File: src/rtl/xbar_cfg_pkg.sv
package xbar_cfg_pkg;
    localparam int SEL_W = 4;

    typedef struct packed {
        logic             en;
        logic [SEL_W-1:0] sel;
    } route_t;

    typedef struct packed {
        logic ld_prev;
    } ldet_t;
endpackage

File: src/rtl/xbar_load_decode.sv
module xbar_load_decode
    import xbar_cfg_pkg::*;
#(
    parameter int N_OUT  = 16,
    parameter int ADDR_W = $clog2(N_OUT)
) (
    input  logic              clk,
    input  logic              rst_n,
    input  logic              ld_clk,
    input  logic              ce_n,
    input  logic              par_mode,
    input  logic [ADDR_W-1:0] addr,
    output logic [N_OUT-1:0]  wr_vec
);
    ldet_t st_d, st_q;
    logic  fall, accept;

    always_comb begin
        st_d.ld_prev = ld_clk;
        fall         = st_q.ld_prev & ~ld_clk;
        accept       = fall & par_mode & ~ce_n;
    end

    always_ff @(posedge clk or negedge rst_n) begin
        if (!rst_n) st_q <= '0;
        else        st_q <= st_d;
    end

    for (genvar i = 0; i < N_OUT; i++) begin : g_dec
        assign wr_vec[i] = accept && (addr == ADDR_W'(i));
    end

    // a load addresses at most one output
    p_one_slot_r6: assert property (@(posedge clk) disable iff (!rst_n)
        $onehot0(wr_vec));

    // deselected or serial-mode strobes write nothing
    p_ignored_r9: assert property (@(posedge clk) disable iff (!rst_n)
        (ce_n || !par_mode) |-> (wr_vec == '0));

    // a write needs ld_clk high last cycle and low now
    p_edge_only_r2: assert property (@(posedge clk) disable iff (!rst_n)
        (wr_vec != '0) |-> ($past(ld_clk) && !ld_clk));
endmodule

File: src/rtl/xbar_cfg_slot.sv
module xbar_cfg_slot
    import xbar_cfg_pkg::*;
(
    input  logic             clk,
    input  logic             rst_n,
    input  logic             wr_en,
    input  route_t           wr_data,
    input  logic             commit,
    output logic [SEL_W-1:0] out_sel,
    output logic             out_en
);
    route_t pend_d, pend_q;
    route_t act_d, act_q;

    always_comb begin
        pend_d = wr_en  ? wr_data : pend_q;
        act_d  = commit ? pend_d  : act_q;
    end

    // staged entry deliberately has no reset
    always_ff @(posedge clk) begin
        pend_q <= pend_d;
    end

    always_ff @(posedge clk or negedge rst_n) begin
        if (!rst_n) act_q <= '0;
        else        act_q <= act_d;
    end

    assign out_en  = act_q.en;
    assign out_sel = act_q.en ? act_q.sel : '0;

    // live entry holds without a commit
    p_live_hold_r3: assert property (@(posedge clk) disable iff (!rst_n)
        !commit |=> $stable(act_q));

    // plain commit copies the staged entry
    p_commit_copy_r4: assert property (@(posedge clk) disable iff (!rst_n)
        (commit && !wr_en) |=> (act_q == $past(pend_q)));

    // load during commit writes straight through
    p_write_thru_r5: assert property (@(posedge clk) disable iff (!rst_n)
        (commit && wr_en) |=> (act_q == $past(wr_data)));

    // staged entry only changes on a write
    p_stage_keep_r8: assert property (@(posedge clk) disable iff (!rst_n)
        !wr_en |=> $stable(pend_q));
endmodule

File: src/rtl/xbar_cfg_regs.sv
module xbar_cfg_regs
    import xbar_cfg_pkg::*;
#(
    parameter int N_OUT = 16,
    localparam int ADDR_W = $clog2(N_OUT)
) (
    input  logic                   clk,
    input  logic                   rst_n,
    input  logic                   par_mode,
    input  logic                   ce_n,
    input  logic                   ld_clk,
    input  logic                   upd_n,
    input  logic [ADDR_W-1:0]      addr,
    input  logic [SEL_W:0]         din,
    output logic [N_OUT*SEL_W-1:0] route_sel,
    output logic [N_OUT-1:0]       route_en
);
    logic [N_OUT-1:0] wr_vec;
    route_t           wr_data;
    logic             commit;

    assign wr_data = route_t'(din);
    assign commit  = ~upd_n;

    xbar_load_decode #(.N_OUT(N_OUT), .ADDR_W(ADDR_W)) u_dec (
        .clk      (clk),
        .rst_n    (rst_n),
        .ld_clk   (ld_clk),
        .ce_n     (ce_n),
        .par_mode (par_mode),
        .addr     (addr),
        .wr_vec   (wr_vec)
    );

    for (genvar k = 0; k < N_OUT; k++) begin : g_slot
        xbar_cfg_slot u_slot (
            .clk     (clk),
            .rst_n   (rst_n),
            .wr_en   (wr_vec[k]),
            .wr_data (wr_data),
            .commit  (commit),
            .out_sel (route_sel[k*SEL_W +: SEL_W]),
            .out_en  (route_en[k])
        );
    end

    // live outputs are all off while reset is held
    p_reset_off_r1: assert property (@(posedge clk)
        !rst_n |-> (route_en == '0));
endmodule

File: config.mk
export PLATFORM = sky130hd
export DESIGN_NAME = xbar_cfg_regs
export DESIGN_NICKNAME = d
export VERILOG_FILES = /design/src/rtl/xbar_cfg_pkg.sv /design/src/rtl/xbar_load_decode.sv /design/src/rtl/xbar_cfg_slot.sv /design/src/rtl/xbar_cfg_regs.sv
export SDC_FILE = /design/constraint.sdc
export NUM_CORES = 1
export LEC_CHECK = 0
export BUFFER_PORTS_ARGS = -buffer_cell sky130_fd_sc_hd__clkbuf_2
export CORE_MARGIN = 4
export CORE_UTILIZATION = 55
export DETAILED_ROUTE_END_ITERATION = 7
export PLACE_DENSITY = 0.86
export RECOVER_POWER = 25
export SYNTH_ARGS = -nofsm -noshare
export SYNTH_HDL_FRONTEND = slang
export SYNTH_SLANG_ARGS = --single-unit
File: constraint.sdc
create_clock -name clk -period 2.8 [get_ports clk]
set_input_delay 0.28 -clock clk [delete_from_list [all_inputs] [get_ports clk]]
set_output_delay 0.28 -clock clk [all_outputs]
set_load 0.02 [all_outputs]
# After elaboration in Yosys (flattened, before gate mapping)

Cells that the tools add are included.
W data, S select, Z words.

Multiply operators: 0
Bitwise logic cells: 5
Divide/modulo/power cells: 0
$lt $le $gt $ge: 0
Shift-type cells: 0
$add $sub $neg: 0
Reductions and logical operators: 17
Equal/unequal tests: 15
Multiplexer cells: 32

Operators with widths:

| operator             | number |
|---|---|
| $mux W5              | 16 |
| $mux W4              | 16 |
| $eq A4 B4 Y1 const B | 8 |
| $eq A4 B3 Y1 const B | 4 |
| $logic_and A1 B1 Y1  | 16 |
| $eq A4 B2 Y1 const B | 2 |
| $eq A4 B1 Y1 const B | 1 |
| $logic_not A4 Y1     | 1 |
| $and A1 B1 Y1        | 3 |
| $not A1 Y1           | 2 |

Bits in latches: 0
Output and inout port bits: 80
ROM bits: 0
Bits in writable memories: 0
Word-level logic and storage cells: 134
Input port bits: 15
Memories kept: 0
Register bits: 161

# Logic depth before layout (Yosys ltp)

Depth after elaboration: 6
Mapped depth: 6
Gate-level depth less buffers: 3

# Cells and area by module

From an unflattened synthesis, not the netlist that was laid out.

Cells, all modules: 412
Area total of the unflattened synthesis: 6003.3 µm²

Modules (own cells, without submodules):

| module           | sequential area each (µm²) | times used | area an instance (µm²) | cells an instance |
|---|---|---|---|---|
| xbar_cfg_slot    | 225.2                      | 16         | 362.8                  | 24 |
| xbar_load_decode | 25.0                       | 1          | 193.9                  | 27 |
| xbar_cfg_regs    | 0.0                        | 1          | 3.8                    | 1 |

# Least setup slack after synthesis

Ideal clock, no wire load.

Path type: input to register
Start point: in ld_clk
End point: reg g_slot[12].u_slot.act_q[3] in the netlist's numbering
Setup time: 0.145 ns
Setup slack: 1.543 ns
Path buffers: 2
Arrival time: 1.112 ns
Stages on the path: 5
Cells stage by stage: and4bb_4 > buf_6 > and2_1 > buf_2 > o311ai_2

Longest elaborated chain between the ends: 6

RTL lines:

| element                     | line                   | text |
|---|---|---|
| start, declared             | xbar_cfg_regs.sv:11    | `input logic ld_clk,` |
| $not A1 Y1                  | xbar_load_decode.sv:20 | `fall = st_q.ld_prev & ~ld_clk;` |
| $and A1 B1 Y1               | xbar_load_decode.sv:20 |  |
| $and A1 B1 Y1 (2 in series) | xbar_load_decode.sv:21 | `accept = fall & par_mode & ~ce_n;` |
| $logic_and A1 B1 Y1         | xbar_load_decode.sv:30 | `assign wr_vec[i] = accept && (addr == ADDR_W'(i));` |
| $mux W5                     | xbar_cfg_slot.sv:16    | `pend_d = wr_en ? wr_data : pend_q;` |
| end signal, assigned        | xbar_cfg_slot.sv:27    | `else act_q <= act_d;` |
| end, declared               | xbar_cfg_slot.sv:13    | `route_t act_d, act_q;` |

Every way passes these cells.
A chain may end at the register's enable or synchronous reset.

==> flow_summary.yaml <==
critical_path:
  r2r_start: "u_dec.st_q"
  worstReg2RegEnd: "g_slot[10].u_slot.pend_q[0]"
  ff2ff_setup_slack_ns: 1.03
  endpoint_kind: "flip-flop"
  critPathMaxFanout: 71
  path_class: "in -> reg"
  worstPathRequired_ns: 3.08
  critPathLaunchType: "input port"
  cp.arrival_ns: 2.34
  ff2ff_path_depth: 4
  worstSetupStartpoint: "ld_clk"
  crit_end: "g_slot[10].u_slot.pend_q[0]"
timing:
  slew_violations: 0
  setup_viol: 0
  skew_ns: 0.004608
  hold_slack_ns: 0.3560
  fmax_ghz: 0.4872
  finalCritPeriodShare_pct: 73.30
  hold_viol_final: 0
  setup_ws_ns: 0.7477
  tightest_slew_ns: 1.031
  layout_min_cycle_time_ns: 2.052
  slew_headroom_pct: 31.28
  final.setup.tns_ns: 0
  grt_setup_unrepaired: "no"
global_route:
  grt_pass1_wl_um: 30440
  track_usage_pct: 23.14
  grt_pass1_vias: 5972
  antenna_found_initial: 0
  overflow: 0
  grt_max_degree: 97
routing:
  ant_nets: 0
  drtIter0Drc: 690
  wire_per_inst_um: 17.43
  vias: 6267
  firstDrtPassIters: 5
  drc_errors: 0
  postRouteWirelength_um: 18650
  vias_per_cell: 5.857
clock_network:
  ctsHoldBuffers: 2
  cts-root-buf: "clkbuf_16"
  postCtsResizedCells: 0
  clock_tree.buffer_depth: 2
  clock_sinks: 161
  cts_buffers: 17
  clk_latency_ns: 0.42
  clk_pin_slew_ns: 0.06
  cts_setup_buffers: 0
  h-tree-depth: 4
  cts_tree: "built"
synth:
  ys_seq_area_share_pct: 45.55
  ys_seq_elements: 161
  yosysUniqueCellTypes: 22
  avgSynthCellArea_um2: 9.350
  postSynthCellCount: 852
  syn_nets: 867
  syn_area_mm2: 0.007966
  synth_warnings: 0
place:
  routabilityCongestion: 0.7995
  portBuffers: 94
  dp_cells: 1036
  place_hpwl_um: 11440
  place_ws_ns: 0.9296
  placed_cell_area_mm2: 0.008213
final_layout:
  n_antenna_cell: 0
  fin_nets: 892
  layout.cells.non_filler: 1070
  final_cell_area_mm2: 0.008850
  area_growth_pct: 11.09
  drive_above_1_share_pct: 23.60
min_path:
  hold_start: "din[0]"
  hold_path_class: "in -> reg"
  hold_path_depth: 4
pwr:
  power.leakage_nw: 3.882
  vdd_drop_max_uv: 442.5
  internal_power_w: 0.004477
  p_switching_w: 0.001641
  pwr-share-comb_pct: 16.0
  pwr-share-clk_pct: 40.0
  p_sw_share_pct: 26.82
  pwr-share-seq_pct: 44.0
  p_per_area_mw_per_mm2: 691.4
die:
  die_area_mm2: 0.01647
  die_x_um: 128.4
  start_util_pct: 56.73
  die_h_um: 128.4
  ioPinCount: 95
  rows: 43
  core_area_mm2: 0.01404
run:
  drv_cap: 0
outcome:
  outcome: "finished, final reports clean"
## power groups by stage
stage               clock (W)  sequential [W]  combinational (W)
floorplan                   0         0.00269           0.000760
global placement            0         0.00273           0.000941
detailed placement          0         0.00274           0.000970
CTS                   0.00247         0.00270           0.000982
global route          0.00257         0.00272            0.00107
finish                0.00245         0.00269           0.000979
## cell families (layout without fill, tap and decap cells)
family | after synthesis | count (layout) | synth area share, %
flops | 161 | 161 | 45.55
buf+inv | 189 | 227 | 12.09
simple gates | 342 | 342 | 23.17
compound gates | 160 | 160 | 19.19
## metrics by stage
| step | utilization (%) | power (W) |
|---|---|---|
| global placement | 58.49 | 0.003669 |
| floorplan | - | 0.003452 |
| CTS | 63.05 | 0.006144 |
| finish | 63.02 | 0.006118 |
| global route | 63.02 | 0.006362 |
| detailed placement | 58.49 | 0.003708 |
## per-layer routing
layer  track usage, %  vias to the layer above  routed length, um
li1                 -                     2971                  -
met1            29.99                     3015               7820
met2            38.09                      239               9193
met3            5.106                       42               1137
met4            8.739                        0                496
met5                0                        -                  0
## worst max-delay path, stage by stage
cell	delay, ns
dlygate4sd3_1	0.54
buf_1	0.11
and4bb_4	0.45
buf_12	0.29
and2_1	0.46
o21ai_0	0.17
## how the worst min path moves through the flow
| stage | slack (ns) | to |
|---|---|---|
| 2_1_floorplan | -0.02 | g_slot[0].u_slot.act_q[0] |
| 3_3_place_gp | 0.28 | g_slot[11].u_slot.act_q[1] |
| 6_report | 0.36 | g_slot[5].u_slot.pend_q[0] |
| 4_1_cts | 0.34 | g_slot[13].u_slot.pend_q[0] |
| 5_1_grt | 0.36 | g_slot[3].u_slot.pend_q[0] |
| 3_5_place_dp | 0.29 | g_slot[11].u_slot.act_q[1] |
## layout by cell type (no fill, tap or decap), types with 15 or more instances in the layout
| cell type | n |
|---|---|
| and2_1 | 80 |
| buf_4 | 15 |
| clkbuf_16 | 17 |
| clkbuf_2 | 92 |
| dfrtp_1 | 81 |
| dfxtp_1 | 80 |
| inv_1 | 80 |
| nand2_1 | 80 |
| nand3_1 | 160 |
| o21ai_0 | 60 |
| o21ai_1 | 20 |
| o311ai_1 | 23 |
| o311ai_2 | 57 |
## final cells by class
class                           count  area [um^2]
Multi-Input combinational cell    502         3387
Timing Repair Buffer              115        688.2
Sequential cell                   161         3628
Clock buffer                       21        460.4
Tap cell                          180        225.2
Clock inverter                     11        160.2
Fill cell                        1144         5192
Inverter                           80        300.3
## sequential cells by signal, indices dropped and copies added (netlist names)
name and flops:
u_dec.st_q 1, g_slot.u_slot.pend_q 80, g_slot.u_slot.out_en 16, g_slot.u_slot.act_q 64
## synth_stat cells, drive strengths merged
| cell | n | area [um^2] |
|---|---|---|
| dfrtp | 81 | 2027 |
| o21ai | 80 | 400.4 |
| dfxtp | 80 | 1602 |
| nor4b | 4 | 60.06 |
| clkbuf | 22 | 82.58 |
| and4 | 1 | 8.760 |
| nand3 | 160 | 800.8 |
| inv | 80 | 300.3 |
| nand2 | 80 | 300.3 |
| and2 | 80 | 500.5 |
| nor2b | 5 | 31.28 |
| buf | 87 | 580.6 |
| and4bb | 7 | 91.34 |
| and4b | 4 | 40.04 |
| o311ai | 80 | 1129 |
| nor4 | 1 | 12.51 |
No activity file was read; power rests on OpenSTA's default activity.
